## src/rtl/pqa_pkg.sv

```systemverilog
package pqa_pkg;
  localparam int BYTE_W = 8;
  localparam int COORD_W = BYTE_W / 2;

  typedef struct packed {
    logic [BYTE_W-1:0] dest;
    logic [BYTE_W-1:0] val;
  } pkt_t;
endpackage

```

## src/rtl/pqa_collector.sv

```systemverilog
module pqa_collector
  import pqa_pkg::*;
(
  input  logic              clk,
  input  logic              rst_n,
  input  logic              cmd_valid,
  input  logic              cmd_sel,
  input  logic [BYTE_W-1:0] cmd_data,
  output logic              push,
  output pkt_t              push_pkt
);
  logic              pend_q, pend_d;
  logic [BYTE_W-1:0] loc_q;
  logic              loc_en;

  always_comb begin
    pend_d = pend_q;
    loc_en = 1'b0;
    push   = 1'b0;
    if (cmd_valid) begin
      if (cmd_sel) begin
        loc_en = 1'b1;
        pend_d = 1'b1;
      end else if (pend_q) begin
        push   = 1'b1;
        pend_d = 1'b0;
      end
    end
    push_pkt.dest = loc_q;
    push_pkt.val  = cmd_data;
  end

  always_ff @(posedge clk or negedge rst_n) begin
    if (!rst_n) begin
      pend_q <= 1'b0;
      loc_q  <= '0;
    end else begin
      pend_q <= pend_d;
      if (loc_en) loc_q <= cmd_data;
    end
  end
endmodule

```

## src/rtl/pqa_fifo.sv

```systemverilog
module pqa_fifo
  import pqa_pkg::*;
#(
  parameter int DEPTH = 4
) (
  input  logic clk,
  input  logic rst_n,
  input  logic push,
  input  pkt_t wr_pkt,
  input  logic pop,
  output pkt_t rd_pkt,
  output logic full,
  output logic empty,
  output logic drop
);
  localparam int AW = (DEPTH > 2) ? $clog2(DEPTH) : 1;
  localparam int CW = $clog2(DEPTH + 1);
  localparam logic [AW-1:0] LAST = AW'(DEPTH - 1);
  localparam logic [CW-1:0] CNT_FULL = CW'(DEPTH);

  pkt_t          mem [DEPTH];
  logic [AW-1:0] wr_ptr_q, wr_ptr_d, rd_ptr_q, rd_ptr_d;
  logic [CW-1:0] cnt_q, cnt_d;
  logic          wr_ok, rd_ok;

  function automatic logic [AW-1:0] bump(input logic [AW-1:0] p);
    return (p == LAST) ? '0 : p + 1'b1;
  endfunction

  always_comb begin
    full     = (cnt_q == CNT_FULL);
    empty    = (cnt_q == '0);
    wr_ok    = push && !full;
    rd_ok    = pop && !empty;
    drop     = push && full;
    wr_ptr_d = wr_ok ? bump(wr_ptr_q) : wr_ptr_q;
    rd_ptr_d = rd_ok ? bump(rd_ptr_q) : rd_ptr_q;
    cnt_d    = cnt_q;
    if (wr_ok && !rd_ok) cnt_d = cnt_q + 1'b1;
    else if (rd_ok && !wr_ok) cnt_d = cnt_q - 1'b1;
    rd_pkt = mem[rd_ptr_q];
  end

  always_ff @(posedge clk or negedge rst_n) begin
    if (!rst_n) begin
      wr_ptr_q <= '0;
      rd_ptr_q <= '0;
      cnt_q    <= '0;
    end else begin
      wr_ptr_q <= wr_ptr_d;
      rd_ptr_q <= rd_ptr_d;
      cnt_q    <= cnt_d;
    end
  end

  always_ff @(posedge clk) begin
    if (wr_ok) mem[wr_ptr_q] <= wr_pkt;
  end
endmodule

```

## src/rtl/pqa_serializer.sv

```systemverilog
module pqa_serializer
  import pqa_pkg::*;
(
  input  logic              clk,
  input  logic              rst_n,
  input  logic              slot_grant,
  input  logic              empty,
  input  pkt_t              head,
  output logic              pop,
  output logic              tx_valid,
  output logic              tx_is_dest,
  output logic [BYTE_W-1:0] tx_byte
);
  logic              slot_q;
  logic              busy_q, busy_d;
  logic [BYTE_W-1:0] vbuf_q;
  logic              vld_d, dst_d;
  logic [BYTE_W-1:0] byte_d;

  always_comb begin
    pop    = !slot_q && slot_grant && !empty;
    busy_d = 1'b0;
    vld_d  = 1'b0;
    dst_d  = 1'b0;
    byte_d = '0;
    if (pop) begin
      busy_d = 1'b1;
      vld_d  = 1'b1;
      dst_d  = 1'b1;
      byte_d = head.dest;
    end else if (busy_q) begin
      vld_d  = 1'b1;
      byte_d = vbuf_q;
    end
  end

  always_ff @(posedge clk or negedge rst_n) begin
    if (!rst_n) begin
      slot_q     <= 1'b0;
      busy_q     <= 1'b0;
      vbuf_q     <= '0;
      tx_valid   <= 1'b0;
      tx_is_dest <= 1'b0;
      tx_byte    <= '0;
    end else begin
      slot_q     <= ~slot_q;
      busy_q     <= busy_d;
      if (pop) vbuf_q <= head.val;
      tx_valid   <= vld_d;
      tx_is_dest <= dst_d;
      tx_byte    <= byte_d;
    end
  end
endmodule

```

## src/rtl/pkt_pair_queue.sv

```systemverilog
module pkt_pair_queue
  import pqa_pkg::*;
#(
  parameter int DEPTH = 4
) (
  input  logic              clk,
  input  logic              rst_n,
  input  logic              cmd_valid,
  input  logic              cmd_sel,
  input  logic [BYTE_W-1:0] cmd_data,
  input  logic              slot_grant,
  output logic              tx_valid,
  output logic              tx_is_dest,
  output logic [BYTE_W-1:0] tx_byte,
  output logic              q_full,
  output logic              q_empty,
  output logic              overflow
);
  logic push, pop, drop;
  pkt_t push_pkt, head;
  logic ovf_q, ovf_d;

  pqa_collector u_coll (
    .clk(clk), .rst_n(rst_n), .cmd_valid(cmd_valid), .cmd_sel(cmd_sel),
    .cmd_data(cmd_data), .push(push), .push_pkt(push_pkt)
  );

  pqa_fifo #(.DEPTH(DEPTH)) u_fifo (
    .clk(clk), .rst_n(rst_n), .push(push), .wr_pkt(push_pkt), .pop(pop),
    .rd_pkt(head), .full(q_full), .empty(q_empty), .drop(drop)
  );

  pqa_serializer u_ser (
    .clk(clk), .rst_n(rst_n), .slot_grant(slot_grant), .empty(q_empty),
    .head(head), .pop(pop), .tx_valid(tx_valid), .tx_is_dest(tx_is_dest),
    .tx_byte(tx_byte)
  );

  always_comb ovf_d = ovf_q | drop;

  always_ff @(posedge clk or negedge rst_n) begin
    if (!rst_n) ovf_q <= 1'b0;
    else        ovf_q <= ovf_d;
  end

  assign overflow = ovf_q;
endmodule

```

## config.mk

```make
export PLATFORM = sky130hd
export DESIGN_NAME = pkt_pair_queue
export DESIGN_NICKNAME = d
export VERILOG_FILES = /design/src/rtl/pqa_pkg.sv /design/src/rtl/pqa_collector.sv /design/src/rtl/pqa_fifo.sv /design/src/rtl/pqa_serializer.sv /design/src/rtl/pkt_pair_queue.sv
export SDC_FILE = /design/constraint.sdc
export NUM_CORES = 1
export LEC_CHECK = 0
export BUFFER_PORTS_ARGS = -buffer_cell sky130_fd_sc_hd__buf_2
export CORE_MARGIN = 4
export CORE_UTILIZATION = 25
export DETAILED_ROUTE_END_ITERATION = 8
export PLACE_DENSITY_LB_ADDON = 0.25
export SYNTH_ARGS = -nofsm -noshare
export SYNTH_HDL_FRONTEND = slang
export SYNTH_SLANG_ARGS = --single-unit
```

## constraint.sdc

```tcl
create_clock -name clk -period 2.3 [get_ports clk]
set_input_delay 0.23 -clock clk [delete_from_list [all_inputs] [get_ports clk]]
set_output_delay 0.23 -clock clk [all_outputs]
set_load 0.05 [all_outputs]
```

==> metrics, run 1 <==
Hold Path Class=input pin to async pin; final period utilization=0.887; area delta synth->final=19.1%; Sw Ratio=0.293; Max Freq=between 400 and 500 MHz; top cell type's share of synthesized area=0.489; Reg power frac=0.453; dpl hpwl=4180 um; critical path capture point type=flip-flop; critical path type=flip-flop to flip-flop; Root Driver=clkbuf_16; PD cells=1150 nW/um^2; GR Util met3=0.0211; final setup vio count=0; CP bufs+invs=1; Worst Tran Pin Value=902 ps; GRT overflow=0; CTS Buf Count=9; drt wl/cell=between 10 and 15 um; worst-path cell chain=nor3b_4, nor3_4, ha_4, inv_2, fa_2, xor2_1, nor2_1, xor2_1; P_leak=1.76 nW; drt drc=0; VDD IR max=0.356 mV; Synth area leader=edfxtp_1; DR vias=1,780; Final ANT Viol Nets=0; DIE HEIGHT=133 um; max cap viols=0; Routed WL=6810 um; sequential share of the synthesized area=0.718; # diodes=0; top cells by area, synth=edfxtp_1 49%, dfrtp_1 23%, mux4_2 9.2%; gpl congestion=between 0.6 and 0.7; CP Launch Type=flip-flop; synthesized flop and latch total=100; met1 Use GR=0.106; CP top delay family=simple AND/OR/NAND/NOR gates; Int Power=0.00381 W; total track usage=0.0850; Inst Count DP=439; Placeable Area=approximately 15,000 sq um; post-CTS setup repair buffer count=0; Fin. Hold Viols=0; first-pass GRT wire length=roughly 11,000 um; Arr. time, crit path=2300 ps; vias in the first global route=1,985; CP Depth=8; nets=259; CTS resizes=0; master of the slowest instance on the critical path=dfrtp_1; crit-path max FO=7; worst r2r path cells=8; I/O Buffers=25; net switching power=0.00158 W; Starting Density=0.257; clock skew=roughly 6.7 ps; GR peak layer=met2; biggest cell delay along the critical path=420 ps; initial DRC count=~110; CTS tree=done; syn_nets=221; H-Tree Depth=3; Die ar.=about 18,000 sq um; Mapped Avg Cell Area=19.6 sq um; Synth warnings=0; detail-routed via count per cell=3.91; row count=45; Non-Filler Instances=between 400 and 500; Post-Syn Area=3930 sq um; iteration count of the initial detailed-routing pass=4; Gate Count Post-Synth=~200; Req. time, crit path=2560 ps; CTS sink cnt=100; status=complete, no violations; combinational share of power=0.259; CTS max path bufs=2; die width=between 100 and 150 um; aggregate negative setup slack=0 ps; post-layout min period=about 2000 ps; fin. max-slew vios=0; worst slew margin relative to its limit=0.398; initial antenna violation count=0; layout cells sized above 1=0.381; I/O pins=26; Clock Pin Slew Worst Setup and Hold Paths=70 ps; Clk pwr share=0.289; global-route met2 utilization=0.136; library cells used by synthesis=27; largest net degree at the start of global routing=37; RSZ-0062 raised after global routing=false; Most common cell on crit path=xor2_1; Hold-fix buffers, CTS=0; clock latency on the worst-skew pair=between 300 and 400 ps
==> worst reg2reg max path, cell delays in order, from the launching register on <==
cell and delay, ps:
dfrtp_1 420, nor3b_4 190, nor3_4 320, ha_4 190, inv_2 40, fa_2 380, xor2_1 140, nor2_1 130
xor2_1 150
==> power groups by stage <==
stage          registers [W]  logic [W]  clock network, W
3_3_place_gp         0.00247    0.00142                 0
6_report             0.00244    0.00139           0.00156
4_1_cts              0.00245    0.00144           0.00161
5_1_grt              0.00248    0.00153           0.00169
2_1_floorplan        0.00264   0.000916                 0
3_5_place_dp         0.00248    0.00144                 0
==> sequential cells by signal, indices dropped and copies added (netlist names) <==
| signal | count |
|---|---|
| u_fifo.mem | 64 |
| u_coll.loc_q | 8 |
| u_ser.tx_byte | 8 |
| u_ser.vbuf_q | 8 |
| u_fifo.cnt_q | 3 |
| u_fifo.rd_ptr_q | 2 |
| u_fifo.wr_ptr_q | 2 |
| overflow | 1 |
| u_coll.pend_q | 1 |
| u_ser.busy_q | 1 |
| u_ser.slot_q | 1 |
| u_ser.tx_valid | 1 |
==> logic make-up after synthesis <==
family	after synthesis	share of synthesized area
AO/OA/AOI/OAI	2	0.00382
XOR/XNOR	3	0.00668
adder cells (fa/ha/maj)	7	0.0242
buffers and inverters	22	0.0306
flip-flops	100	0.718
multiplexers	45	0.182
AND/OR/NAND/NOR	22	0.0350
==> layout by cell type (no fill, tap or decap), drive strengths merged <==
| cell type | n |
|---|---|
| a41o | 1 |
| and2 | 4 |
| buf | 34 |
| bufinv | 1 |
| clkbuf | 13 |
| clkinv | 1 |
| dfrtp | 36 |
| edfxtp | 64 |
| fa | 1 |
| ha | 6 |
| inv | 16 |
| mux2 | 21 |
| mux2i | 8 |
| mux4 | 16 |
| nand2 | 10 |
| nor2 | 3 |
| nor3 | 2 |
| nor3b | 2 |
| o21ai | 1 |
| or2 | 1 |
| xnor2 | 1 |
| xor2 | 2 |
==> Yosys cell counts, drive strengths merged <==
cell / n
o21ai: 1
ha: 6
nor3b: 2
mux2: 21
edfxtp: 64
dfrtp: 36
nand2: 10
and2: 4
a41o: 1
mux2i: 8
mux4: 16
nor2: 3
inv: 15
fa: 1
xor2: 2
or2: 1
nor3: 2
buf: 7
xnor2: 1
==> metrics by stage <==
stage	power [W]	utilization	instance area, sq um	hold slack (ps)	setup slack [ps]
6_report	0.00539	0.306	4680	14.6	260
3_3_place_gp	0.00389	0.285	4370	424	295
5_1_grt	0.00571	0.306	4680	103	153
2_1_floorplan	0.00356	-	3970	-65.6	-34.3
4_1_cts	0.00550	0.306	4680	54.0	233
3_5_place_dp	0.00392	0.285	4370	422	252
==> worst paths after layout <==
kind	from	slack, ps	to
setup / recovery	u_fifo.cnt_q[2]$_DFFE_PN0P_	260	u_fifo.cnt_q[2]$_DFFE_PN0P_
hold / removal	rst_n	10	u_ser.tx_byte[6]$_DFF_PN0_
setup reg to reg	u_fifo.cnt_q[2]$_DFFE_PN0P_	260	u_fifo.cnt_q[2]$_DFFE_PN0P_
hold reg to reg	overflow$_DFF_PN0_	460	overflow$_DFF_PN0_
max in group asynchronous	rst_n	1660	u_fifo.cnt_q[0]$_DFFE_PN0P_
min in group clk	cmd_valid	120	u_coll.pend_q$_DFFE_PN0P_
==> cell type report <==
class	count	area, sq um
clock buffer	13	270
clock inverter	3	43.8
fill	1537	10600
inverter	15	58.8
multi-input combinational	79	1020
sequential	100	2820
tap	211	264
timing repair buffer	34	205
==> layer usage <==
metal	vias to the layer above	part of all wire
met3	11	0.036
li1	822	-
met4	0	0.024
met1	920	0.44
met2	27	0.50
met5	-	0
Power figures use the tool's default switching activity.
==> inputs of run 2 (changes only) <==
--- a/config.mk
+++ b/config.mk
@@ -5,9 +5,11 @@
 export SDC_FILE = /design/constraint.sdc
 export NUM_CORES = 1
 export LEC_CHECK = 0
+export ABC_CLOCK_PERIOD_IN_PS = 2300
 export BUFFER_PORTS_ARGS = -buffer_cell sky130_fd_sc_hd__buf_2
+export CAP_MARGIN = 20
 export CORE_MARGIN = 4
-export CORE_UTILIZATION = 25
+export CORE_UTILIZATION = 59
 export DETAILED_ROUTE_END_ITERATION = 8
 export PLACE_DENSITY_LB_ADDON = 0.25
 export SYNTH_ARGS = -nofsm -noshare
==> metrics, run 2 (synthesis results as in run 1) <==
area of the multi-input gates=1020 sq um (unchanged); I/O pins=26 (unchanged); post-CTS setup repair buffer count=0 (unchanged); vias in the first global route=1,832 (-7.7%); status=complete, no violations; clock latency on the worst-skew pair=350 ps (about the same); worst-path cell chain=nor3b_4, nor3_4, ha_4, inv_2, fa_2, xor2_1, nor2_1, xor2_1; Worst Tran Pin Value=840 ps (-62.2 ps); I/O Buffers=25 (unchanged); master of the slowest instance on the critical path=dfrtp_1; critical path capture point type=flip-flop; Arr. time, crit path=2310 ps (about the same); fin. max-slew vios=0 (unchanged); iteration count of the initial detailed-routing pass=4 (unchanged); row count=29 (-36%); R2R setup slack=260 ps (about the same); Most common cell on crit path=xor2_1; FF+latch area=2820 sq um (unchanged); Req. time, crit path=2570 ps (about the same); drt wl/cell=18.7 um (+25%); DIE HEIGHT=89.6 um (-33%); CP Launch Type=flip-flop; die width=89.6 um (-33%); Largest Register=u_fifo.mem; area delta synth->final=11.2%; pre-CTS setup slack=264 ps (+12.0 ps); Final ANT Viol Nets=0 (unchanged); Detail Route met2 WL=3170 um (-6.3%); initial DRC count=63 (-41%); Root Driver=clkbuf_8; Hold Path Class=input pin to flip-flop; layout cells sized above 1=0.372 (-0.00925); Hold EP=u_fifo.mem[2][5]$_DFFE_PP_; Starting Density=0.612 (+0.355); GRT overflow=0 (unchanged); drt drc=0 (unchanged); M1 WL=2570 um (-15%); Clock Pin Slew Worst Setup and Hold Paths=100 ps (+30 ps); # diodes=0 (unchanged); worst slew margin relative to its limit=0.440 (+0.0414); most common cell after layout, fill and taps aside=edfxtp_1; detail-routed via count per cell=5.44 (+39%); Placeable Area=6420 sq um (-58%); PD cells=1110 nW/um^2 (-3.5%); critical path type=flip-flop to flip-flop; initial antenna violation count=0 (unchanged); gpl congestion=0.669 (+2.0%); max cap viols=0 (unchanged); worst r2r path cells=8 (unchanged); Fin. Hold Viols=0 (unchanged); Inst Count DP=302 (-31%); crit-path max FO=7 (unchanged); Final WS setup=261 ps (+0.802 ps); H-Tree Depth=3 (unchanged); RSZ-0062 raised after global routing=false; Non-Filler Instances=319 (-30%); Die ar.=8030 sq um (-55%); max reg flops=64 (unchanged); Hold Startpoint=cmd_data[5]; dpl hpwl=3580 um (-14%); VDD IR max=0.477 mV (+34%); Routed WL=5960 um (-12%); CP top delay family=simple AND/OR/NAND/NOR gates; largest net degree at the start of global routing=37 (unchanged); biggest cell delay along the critical path=440 ps (+20 ps); FILL cells=432 (-72%); CTS max path bufs=2 (unchanged); hold depth=1; final setup vio count=0 (unchanged); final period utilization=0.887 (about the same); reg-to-reg endpoint=u_fifo.cnt_q[2]$_DFFE_PN0P_; total track usage=0.171 (+0.0865); CTS tree=done; clock skew=10.6 ps (+3.90 ps); nets=257 (-0.77%); first-pass GRT wire length=9670 um (-14%); P_leak=1.69 nW (-3.9%); CTS Buf Count=9 (unchanged); CTS sink cnt=100 (unchanged); RR Startpoint=u_fifo.cnt_q[2]$_DFFE_PN0P_; most frequent cells in the layout=64 x edfxtp_1, 35 x dfrtp_1, 25 x buf_2, 16 x mux4_2, 13 x inv_1; CP bufs+invs=1 (unchanged); DR vias=1,735 (-2.5%); post-layout min period=2040 ps (-0.802 ps); aggregate negative setup slack=0 ps (unchanged); WL met3=166 um (-33%); Highest Signal Layer=met4; Max Freq=490 MHz (about the same)
==> run 2: layout make-up <==
cell class / instances / share of cell area
Sequential cell: 100 / 0.646
Tap cell: 77 / 0.0220
Clock buffer: 10 / 0.0292
Inverter: 15 / 0.0134
Timing Repair Buffer: 32 / 0.0412
Multi-Input combinational cell: 79 / 0.232
Clock inverter: 6 / 0.0160
==> run 2: where the power goes <==
part / switching [W] / internal (W)
clock network: 0.000583 / 0.000516
logic: 0.000674 / 0.000610
registers: 0.000262 / 0.00221
==> run 2: worst max path at each step <==
stage,startpoint,endpoint,slack [ps],cells after the start
5_1_grt,u_fifo.cnt_q[2]$_DFFE_PN0P_,u_fifo.cnt_q[2]$_DFFE_PN0P_,160,8
3_3_place_gp,u_fifo.cnt_q[2]$_DFFE_PN0P_,u_fifo.cnt_q[2]$_DFFE_PN0P_,310,8
6_report,u_fifo.cnt_q[2]$_DFFE_PN0P_,u_fifo.cnt_q[2]$_DFFE_PN0P_,260,8
3_5_place_dp,u_fifo.cnt_q[2]$_DFFE_PN0P_,u_fifo.cnt_q[2]$_DFFE_PN0P_,260,8
2_1_floorplan,u_fifo.cnt_q[0]$_DFFE_PN0P_,u_fifo.cnt_q[2]$_DFFE_PN0P_,-30,10
4_1_cts,u_fifo.cnt_q[2]$_DFFE_PN0P_,u_fifo.cnt_q[2]$_DFFE_PN0P_,230,8
==> run 2: timing repair <==
item / in CTS / in global routing
resized for setup: 0 / 0
hold buffers: 1 / 0
endpoints found under the hold margin: 8 / 0
==> run 2: layer usage <==
layer | global-route usage | vias up
met5 | 0 | -
met4 | 0.0406 | 0
met3 | 0.0520 | 5
met2 | 0.291 | 21
met1 | 0.219 | 888
li1 | - | 821
==> run 2: worst reg2reg max path, stage by stage (launching register included) <==
cell and delay, ps:
dfrtp_1 440, nor3b_4 190, nor3_4 310, ha_4 190, inv_2 40, fa_2 380
xor2_1 150, nor2_1 130, xor2_1 150
==> run 2: metrics by stage <==
stage	total power, W	hold slack (ps)	instance area (sq um)	util
2_1_floorplan	0.00356	-65.6	3970	-
6_report	0.00486	103	4370	0.681
3_5_place_dp	0.00383	391	4170	0.649
3_3_place_gp	0.00378	388	4170	0.649
5_1_grt	0.00515	78.7	4370	0.681
4_1_cts	0.00493	79.7	4370	0.681
==> inputs of run 3 (changes only) <==
--- a/config.mk
+++ b/config.mk
@@ -14,4 +14,5 @@
 export PLACE_DENSITY_LB_ADDON = 0.25
 export SYNTH_ARGS = -nofsm -noshare
 export SYNTH_HDL_FRONTEND = slang
+export SYNTH_HIERARCHICAL = 1
 export SYNTH_SLANG_ARGS = --single-unit
==> metrics, run 3 <==
DIE HEIGHT=89.9 um (+0.30%); worst hold margin=-17.2 ps (-120 ps); H-Tree Depth=3 (unchanged); PD cells=1080 nW/um^2 (-2.4%); most common cell after layout, fill and taps aside=edfxtp_1; synth cell count leaders=64 x edfxtp_1, 36 x dfrtp_1, 18 x mux2_2, 16 x mux4_2, 13 x inv_1; initial antenna violation count=0 (unchanged); Largest Register=u_fifo/mem; Placeable Area=6420 sq um (unchanged); Inst Count DP=304 (+0.66%); Synth area leader=edfxtp_1; Root Driver=clkbuf_8; sequential share of the synthesized area=0.713 (-0.00477); max reg flops=64 (unchanged); ys flop type=edfxtp_1; CP bufs+invs=1 (unchanged); Req. time, crit path=2540 ps (-30 ps); failing checks=hold timing; layout cells sized above 1=0.387 (+0.0149); biggest cell delay along the critical path=500 ps (+60 ps); gpl congestion=0.722 (+7.9%); combinational share of power=0.264 (about the same); max cap viols=0 (unchanged); I/O Buffers=25 (unchanged); # diodes=0 (unchanged); crit-path max FO=5 (-2); GRT overflow=0 (unchanged); Async SR Flop Fraction=0.360 (unchanged); DR vias=1,766 (+1.8%); initial DRC count=84 (+33%); iteration count of the initial detailed-routing pass=4 (unchanged); nets=258 (+0.39%); area delta synth->final=9.26%; most numerous cell in the Yosys netlist=edfxtp_1; RSZ-0062 raised after global routing=false; Worst Tran Pin Value=868 ps (+27.3 ps); clock skew=10.4 ps (-0.215 ps); Sw Ratio=0.321 (+0.00851); Hold-fix buffers, CTS=0 (-1); Clk pwr share=0.205 (-0.021); detail-routed via count per cell=5.52 (+1.5%); post-layout min period=2030 ps (-13.6 ps); Hold Path Class=input pin to async pin; synthesized flop and latch total=100 (unchanged); total track usage=0.162 (-0.00941); clock latency on the worst-skew pair=360 ps (about the same); VDD IR max=0.643 mV (+35%); Max Freq=494 MHz (+0.67%); Fin. Hold Viols=33 (+33); CTS resizes=0 (unchanged); CP Launch Type=flip-flop; number of synthesized flops with an enable pin=64 (unchanged); die width=89.9 um (+0.30%); Starting Density=0.616 (+0.00409); critical path type=flip-flop to flip-flop; CP top delay family=adder cells; dpl hpwl=3620 um (+0.96%); final setup vio count=0 (unchanged); net switching power=0.00151 W (-0.90%); Gate Count Post-Synth=210 (+4.5%); library cells used by synthesis=28 (+3.7%); Routed WL=5800 um (-2.7%); Reg power frac=0.532 (+0.023); Non-Filler Instances=320 (+0.31%); Int Power=0.00318 W (-4.7%); first-pass GRT wire length=9870 um (+2.1%); syn_nets=230 (+4.1%); Clock Pin Slew Worst Setup and Hold Paths=90 ps (about the same); drt drc=0 (unchanged); Synth warnings=6 (+6); worst-path cell chain=nor3_4, nor3b_4, o31ai_4, ha_2, inv_2, fa_2, mux2_2; Post-Syn Area=3960 sq um (+0.67%); status=finished with violations; P_leak=1.65 nW (-2.5%); I/O pins=26 (unchanged); CTS tree=done; total power=0.00469 W (-3.5%); critical path capture point type=flip-flop; vias in the first global route=1,881 (+2.7%); master of the slowest instance on the critical path=dfrtp_2; Mapped Avg Cell Area=18.8 sq um (-3.6%); post-CTS setup repair buffer count=0 (unchanged); fin. max-slew vios=0 (unchanged); final period utilization=0.881 (-0.00589); R2R setup slack=270 ps (about the same); worst slew margin relative to its limit=0.422 (-0.0182); top cell type's share of synthesized area=0.486 (-0.00325); row count=29 (unchanged); Die ar.=8080 sq um (+0.60%); Final ANT Viol Nets=0 (unchanged); CTS Buf Count=9 (unchanged); most frequent cells in the layout=64 x edfxtp_1, 33 x dfrtp_1, 25 x buf_2, 18 x mux2_2, 16 x mux4_2; CTS max path bufs=2 (unchanged); Arr. time, crit path=2270 ps (-40 ps); CTS sink cnt=100 (unchanged); drt wl/cell=18.1 um (-3.0%); largest net degree at the start of global routing=37 (unchanged); top cells by area, synth=edfxtp_1 49%, dfrtp_1 23%, mux4_2 9.1%
run 3: path summary, 6_finish.rpt:
kind	depth (start not counted)	from	to
min in group clk	1	cmd_data[6]	u_fifo/mem[0][6]$_DFFE_PP_
max in group asynchronous	1	rst_n	u_fifo/cnt_q[2]$_DFFE_PN0P_
min	1	rst_n	u_ser/vbuf_q[6]$_DFFE_PN0P_
max	7	u_fifo/cnt_q[1]$_DFFE_PN0P_	u_fifo/cnt_q[1]$_DFFE_PN0P_
max reg2reg	7	u_fifo/cnt_q[1]$_DFFE_PN0P_	u_fifo/cnt_q[1]$_DFFE_PN0P_
min reg2reg	1	u_ser/slot_q$_DFF_PN0_	u_ser/slot_q$_DFF_PN0_
run 3: cell families after synthesis:
group | share of synthesized area
buffers and inverters | 0.0439
AO/OA/AOI/OAI | 0.00632
multiplexers | 0.170
XOR/XNOR | 0.00664
flip-flops | 0.713
adder cells (fa/ha/maj) | 0.0240
AND/OR/NAND/NOR | 0.0357
run 3: power by group through the flow:
| stage | Sequential, W | Clock, W | Combinational, W |
|---|---|---|---|
| floorplan | 0.00266 | 0 | 0.000830 |
| global placement | 0.00252 | 0 | 0.00122 |
| detailed placement | 0.00254 | 0 | 0.00126 |
| CTS | 0.00250 | 0.000988 | 0.00126 |
| global route | 0.00254 | 0.00108 | 0.00135 |
| finish | 0.00249 | 0.000959 | 0.00124 |
run 3: stage by stage:
stage | area [sq um] | utilization | TNS, ps | setup slack (ps)
floorplan | 3990 | - | -396 | -212
global placement | 4160 | 0.647 | 0 | 344
detailed placement | 4160 | 0.647 | 0 | 284
CTS | 4320 | 0.673 | 0 | 270
global route | 4320 | 0.673 | 0 | 194
finish | 4320 | 0.673 | 0 | 274
run 3: area by class of cell:
class	count	area [sq um]
clock buffers	10	128
clock inverters	6	41.3
fillers	430	2100
inverters	13	48.8
multi-input cells	81	998
flip-flops and latches	100	2830
well taps	77	96.3
repair buffers	33	185
run 3: layer usage:
layer  part of all wire  vias up  global-route usage  wire, um
met1               0.44      908               0.210      2540
met5                  0        -                   0         0
met4              0.012        0              0.0459        71
li1                   -      820                   -         -
met2               0.52       29               0.268      3000
met3              0.033        9              0.0492       192
